--- src/rtl/usb_psr_pkg.sv ---
package usb_psr_pkg;
    localparam int OVC_ACT_BIT = 0;
    localparam int OVC_CHG_BIT = 1;
    localparam int EN_CHG_BIT  = 8;
    localparam int RESUME_BIT  = 16;

    typedef struct packed {
        logic act;
        logic chg;
    } ovc_state_t;

    typedef struct packed {
        logic lvl;
        logic flag;
    } chg_state_t;
endpackage

--- src/rtl/psr_ovc_track.sv ---
module psr_ovc_track
    import usb_psr_pkg::*;
(
    input  logic clk,
    input  logic rst_n,
    input  logic ovc_in,
    input  logic clr_req,
    output logic act,
    output logic chg
);
    ovc_state_t s_d, s_q;

    always_comb begin
        s_d     = s_q;
        s_d.act = ovc_in;
        if (clr_req) begin
            s_d.chg = 1'b0;
        end
        // a transition overrides a simultaneous clear
        if (ovc_in != s_q.act) begin
            s_d.chg = 1'b1;
        end
    end

    always_ff @(posedge clk or negedge rst_n) begin
        if (!rst_n) begin
            s_q <= '0;
        end else begin
            s_q <= s_d;
        end
    end

    assign act = s_q.act;
    assign chg = s_q.chg;
endmodule

--- src/rtl/psr_chg_flag.sv ---
module psr_chg_flag
    import usb_psr_pkg::*;
(
    input  logic clk,
    input  logic rst_n,
    input  logic pwr_on,
    input  logic level_in,
    input  logic clr_req,
    output logic flag
);
    chg_state_t s_d, s_q;

    always_comb begin
        s_d     = s_q;
        s_d.lvl = level_in;
        if (clr_req) begin
            s_d.flag = 1'b0;
        end
        if (pwr_on && (level_in != s_q.lvl)) begin
            s_d.flag = 1'b1;
        end
        if (!pwr_on) begin
            s_d.flag = 1'b0;
        end
    end

    always_ff @(posedge clk or negedge rst_n) begin
        if (!rst_n) begin
            s_q <= '0;
        end else begin
            s_q <= s_d;
        end
    end

    assign flag = s_q.flag;
endmodule

--- src/rtl/psr_resume_seq.sv ---
module psr_resume_seq #(
    parameter int RESUME_CYCLES = 6
) (
    input  logic clk,
    input  logic rst_n,
    input  logic pwr_on,
    input  logic suspended,
    input  logic line_k,
    input  logic sw_start,
    output logic active,
    output logic pcd
);
    localparam int CNT_W = $clog2(RESUME_CYCLES + 1);
    localparam logic [CNT_W-1:0] LOAD_VAL = CNT_W'(RESUME_CYCLES - 1);

    typedef struct packed {
        logic             line_q;
        logic             line_prev;
        logic             active;
        logic             pcd;
        logic [CNT_W-1:0] cnt;
    } seq_state_t;

    seq_state_t s_d, s_q;
    logic       j_to_k;

    assign j_to_k = suspended && !s_q.line_prev && s_q.line_q;

    always_comb begin
        s_d           = s_q;
        s_d.line_q    = line_k;
        s_d.line_prev = s_q.line_q;
        s_d.pcd       = 1'b0;
        if (s_q.active) begin
            if (s_q.cnt == '0) begin
                s_d.active = 1'b0;
            end else begin
                s_d.cnt = s_q.cnt - 1'b1;
            end
        end else if (j_to_k || sw_start) begin
            s_d.active = 1'b1;
            s_d.cnt    = LOAD_VAL;
            s_d.pcd    = j_to_k;
        end
        if (!pwr_on) begin
            s_d.active = 1'b0;
            s_d.cnt    = '0;
            s_d.pcd    = 1'b0;
        end
    end

    always_ff @(posedge clk or negedge rst_n) begin
        if (!rst_n) begin
            s_q <= '0;
        end else begin
            s_q <= s_d;
        end
    end

    assign active = s_q.active;
    assign pcd    = s_q.pcd;
endmodule

--- src/rtl/usb_port_status_reg.sv ---
module usb_port_status_reg
    import usb_psr_pkg::*;
#(
    parameter int DATA_W        = 32,
    parameter int RESUME_CYCLES = 6
) (
    input  logic                  clk,
    input  logic                  rst_n,
    input  logic                  wr_en,
    input  logic [DATA_W-1:0]     wr_data,
    input  logic [DATA_W/8-1:0]   wr_strb,
    output logic [DATA_W-1:0]     rd_data,
    input  logic                  pwr_on,
    input  logic                  ovc_in,
    input  logic                  port_en,
    input  logic                  suspended,
    input  logic                  line_k,
    output logic                  resume_k,
    output logic                  pcd_pulse
);
    logic ovc_clr, en_clr, res_set;
    logic ovc_act, ovc_chg, en_chg, res_act;
    logic wr_unused;

    assign ovc_clr = wr_en && wr_strb[OVC_CHG_BIT/8] && wr_data[OVC_CHG_BIT];
    assign en_clr  = wr_en && wr_strb[EN_CHG_BIT/8]  && wr_data[EN_CHG_BIT];
    assign res_set = wr_en && wr_strb[RESUME_BIT/8]  && wr_data[RESUME_BIT];
    assign wr_unused = ^{wr_data, wr_strb};

    psr_ovc_track u_ovc (
        .clk     (clk),
        .rst_n   (rst_n),
        .ovc_in  (ovc_in),
        .clr_req (ovc_clr),
        .act     (ovc_act),
        .chg     (ovc_chg)
    );

    psr_chg_flag u_en_chg (
        .clk      (clk),
        .rst_n    (rst_n),
        .pwr_on   (pwr_on),
        .level_in (port_en),
        .clr_req  (en_clr),
        .flag     (en_chg)
    );

    psr_resume_seq #(
        .RESUME_CYCLES (RESUME_CYCLES)
    ) u_resume (
        .clk       (clk),
        .rst_n     (rst_n),
        .pwr_on    (pwr_on),
        .suspended (suspended),
        .line_k    (line_k),
        .sw_start  (res_set),
        .active    (res_act),
        .pcd       (pcd_pulse)
    );

    always_comb begin
        rd_data              = '0;
        rd_data[OVC_ACT_BIT] = ovc_act;
        rd_data[OVC_CHG_BIT] = ovc_chg;
        rd_data[EN_CHG_BIT]  = en_chg && pwr_on;
        rd_data[RESUME_BIT]  = res_act && pwr_on;
    end

    assign resume_k = res_act && pwr_on;
endmodule

--- config.mk ---
export PLATFORM = sky130hd
export DESIGN_NAME = usb_port_status_reg
export DESIGN_NICKNAME = d
export VERILOG_FILES = /design/src/rtl/usb_psr_pkg.sv /design/src/rtl/psr_ovc_track.sv /design/src/rtl/psr_chg_flag.sv /design/src/rtl/psr_resume_seq.sv /design/src/rtl/usb_port_status_reg.sv
export SDC_FILE = /design/constraint.sdc
export NUM_CORES = 1
export LEC_CHECK = 0
export BUFFER_PORTS_ARGS = -buffer_cell sky130_fd_sc_hd__buf_2
export CORE_MARGIN = 1.5
export CORE_UTILIZATION = 39
export CTS_BUF_LIST = sky130_fd_sc_hd__clkbuf_8
export DETAILED_ROUTE_END_ITERATION = 7
export PLACE_DENSITY = 0.95
export SKIP_LAST_GASP = 1
export SLEW_MARGIN = 20
export SYNTH_ARGS = -nofsm -noshare
export SYNTH_HDL_FRONTEND = slang
export SYNTH_HIERARCHICAL = 1
export SYNTH_SLANG_ARGS = --single-unit
--- constraint.sdc ---
create_clock -name clk -period 2.7 [get_ports clk]
set_input_delay 0.135 -clock clk [delete_from_list [all_inputs] [get_ports clk]]
set_output_delay 0.135 -clock clk [all_outputs]
set_load 0.02 [all_outputs]
==> run_results.csv <==
group,metric,value,unit
yosys,syn_inst,79,
floorplan,dieArea,2266,um^2
hold_path,hp-class,"in2reg",
yosys,synth_top_area_share,35.48,%
sta,min_period,1.338,ns
routing,drc,0,
routing,ant_nets,0,
global_route,met3_usage,5.660,%
clock_network,clock_latency,0.23,ns
setup_path,cp-start-kind,"flop",
cells_and_area,finalNetCount,145,
clock_network,cts-root-buf,"clkbuf_8",
routing,viasPerCell,3.878,
clock_network,htreeDepth,1,
yosys,synth_edf_count,0,
clock_network,cts_setup_buffers,0,
place,io_buffers,19,
outcome,status,"completed",
yosys,synth_cell_types,27,
setup_path,setup.worst_path.start,"u_resume/s_q[0]",
place,dp_cells,118,
setup_path,required,2.81,ns
yosys,async_flop_share,100.0,%
yosys,yosysWarnings,6,
sta,rsz0062_at_grt,"no",
run,drv_cap,0,
yosys,synth.most_common_cell,"buf_4",
clock_network,cts.reportedPaths.clkPinSlew,0.05,ns
floorplan,core-area,1802,um^2
sta,finalSetupTns,0,ns
routing,wl,1049,um
yosys,ys_ff_latch,11,
pwr,p_leak,0.4560,nW
routing,drtPass1Iterations,2,
yosys,synth.area.top_cells,"dfrtp_1 (35%), buf_4 (31%), ha_1 (3.2%)",
floorplan,die_h,47.60,um
global_route,grt_pass1_wl,1656,um
global_route,grt-ovfl-total,0,
sta,fmax,747.6,MHz
global_route,use_met1,9.745,%
clock_network,tritoncts,"built",
routing,wire_per_inst,8.528,um
clock_network,cts_buffers,3,
floorplan,die_w,47.60,um
place,dpl.hpwl,891.7,um
global_route,antenna_found_initial,0,
setup_path,critPathArrivalTime,1.45,ns
floorplan,start_util,43.06,%
clock_network,clockBufferDepth,2,
global_route,grt-busiest-layer,"met2",
floorplan,io_pins,78,
yosys,ys_seq_area_share,35.48,%
global_route,grtUsageTotal,10.77,%
setup_path,crit_fanout,3,
setup_path,r2r-start,"u_resume/s_q[0]",
yosys,synthTopCellsByCount,"buf_4 (32), dfrtp_1 (11), inv_1 (6)",
floorplan,num_rows,15,
place,place_congestion,0.7109,
cells_and_area,stdcell_count,123,
sta,post-route-period-util,49.54,%
global_route,grt_pass1_vias,419,
yosys,yosys.area.top_type,"dfrtp_1",
yosys,synth.cell_area,775.7,um^2
routing,drt_iter0_drc,1,
pwr,ir_drop,0.2944,mV
pwr,power.density,547.2,nW/um^2
routing,vias,477,
hold_path,min-delay-start,"line_k",
yosys,synth.avg_cell_area,9.820,um^2
global_route,met2_usage,20.54,%
sta,setup_viol,0,
sta,finalHoldViolations,0,
cells_and_area,drive_above_1_share,28.57,%
setup_path,critical_path_class,"reg2reg",
sta,slew_violations,0,
clock_network,clock-sinks,11,
cells_and_area,area_delta_synth_final,5.484,%
yosys,synthFlopType,"dfrtp_1",
cells_and_area,antenna_cells,0,
setup_path,end_kind,"flop",
sta,finClkSkew,0.002871,ns
global_route,grt_max_degree,12,
## repair_timing
| item | 4_1_cts | 5_1_grt |
|---|---|---|
| hold buffers | 1 | 0 |
| endpoints found under the hold margin | 11 | 0 |
| gates resized for setup | 0 | 0 |
## power breakdown
part	switching [W]	internal, W	total (W)
registers	0.00000991	0.000177	0.000187
logic	0.0000728	0.0000353	0.000108
clock network	0.0000538	0.0000991	0.000153
total	0.000137	0.000311	0.000448
## cells by family after synthesis
group | share of synthesized area (%)
other cells | 0.4834
xor+xnor | 2.258
simple gates | 13.55
fa+ha+maj | 3.225
flops | 35.48
buf+inv | 33.87
compound gates | 11.13
## state kept, by name, indices dropped and copies added, names as in the netlist
signal / count
u_resume/s_d: 1
u_resume/s_q: 4
u_resume/active: 1
u_ovc/chg: 1
u_en_chg/s_q: 1
u_en_chg/flag: 1
u_ovc/act: 1
u_resume/pcd: 1
## per-layer routing
layer | routed length, um | vias up
met5 | 0 | -
met4 | 0 | 0
met3 | 76 | 0
met2 | 598 | 21
met1 | 374 | 222
li1 | - | 234
## layout by cell type (no fill, tap or decap)
| cell | instances |
|---|---|
| conb_1 | 28 |
| buf_2 | 19 |
| dfrtp_1 | 11 |
| inv_1 | 7 |
| and3_1 | 3 |
| clkbuf_8 | 3 |
| and2_1 | 2 |
| xnor2_1 | 2 |
| a21oi_2 | 2 |
| ha_1 | 2 |
| dlygate4sd3_1 | 1 |
| nand2b_1 | 1 |
| a21boi_1 | 1 |
| o21ai_1 | 1 |
| nand3b_4 | 1 |
| nor3_1 | 1 |
| nor2_2 | 1 |
| nor2b_2 | 1 |
| a221oi_1 | 1 |
| a22o_1 | 1 |
| nand2_1 | 1 |
| o21ai_0 | 1 |
| or3b_1 | 1 |
| o211ai_2 | 1 |
| nand3_1 | 1 |
| a21oi_1 | 1 |
| nor4bb_1 | 1 |
| a21boi_0 | 1 |
| o31a_1 | 1 |
## area by class of cell
class / instances / area, um^2
fillers: 178 / 983.4
multi-input cells: 57 / 339.1
flip-flops and latches: 11 / 275.3
repair buffers: 20 / 105.1
clock buffers: 3 / 41.29
well taps: 25 / 31.28
inverters: 6 / 22.52
clock inverters: 1 / 3.754
## critical path, cell delays in order, from the launching register on
cell and delay [ns]:
dfrtp_1 0.37, inv_1 0.11, ha_1 0.20, or3b_1 0.37
o211ai_2 0.09, a21oi_2 0.08
## per-stage QoR
stage                     instance area [um^2]  utilization (%)   power, W  setup slack, ns  hold WS [ns]
after floorplan                          877.1                -  0.0003050            1.468       -0.1606
after global placement                   763.2            42.36  0.0002905            1.421      0.005563
after detailed placement                 763.2            42.36  0.0002958            1.376       0.01241
after CTS                                818.3            45.42  0.0004543            1.359      0.003763
after global routing                     818.3            45.42  0.0004788            1.313     0.0002234
final                                    818.3            45.42  0.0004478            1.362      0.009384
## final timing paths
kind                                    to  slack (ns)  depth (start not counted)
max in group asynchronous  u_resume/s_d[5]        2.20                          2
min                        u_resume/s_d[5]       0.009                          1
max                        u_resume/s_q[1]        1.36                          5
min reg2reg                u_resume/s_q[5]        0.44                          0
min in group asynchronous    u_en_chg/flag        0.30                          2
max reg2reg                u_resume/s_q[1]        1.36                          5
No activity file was read; power rests on OpenSTA's default activity.
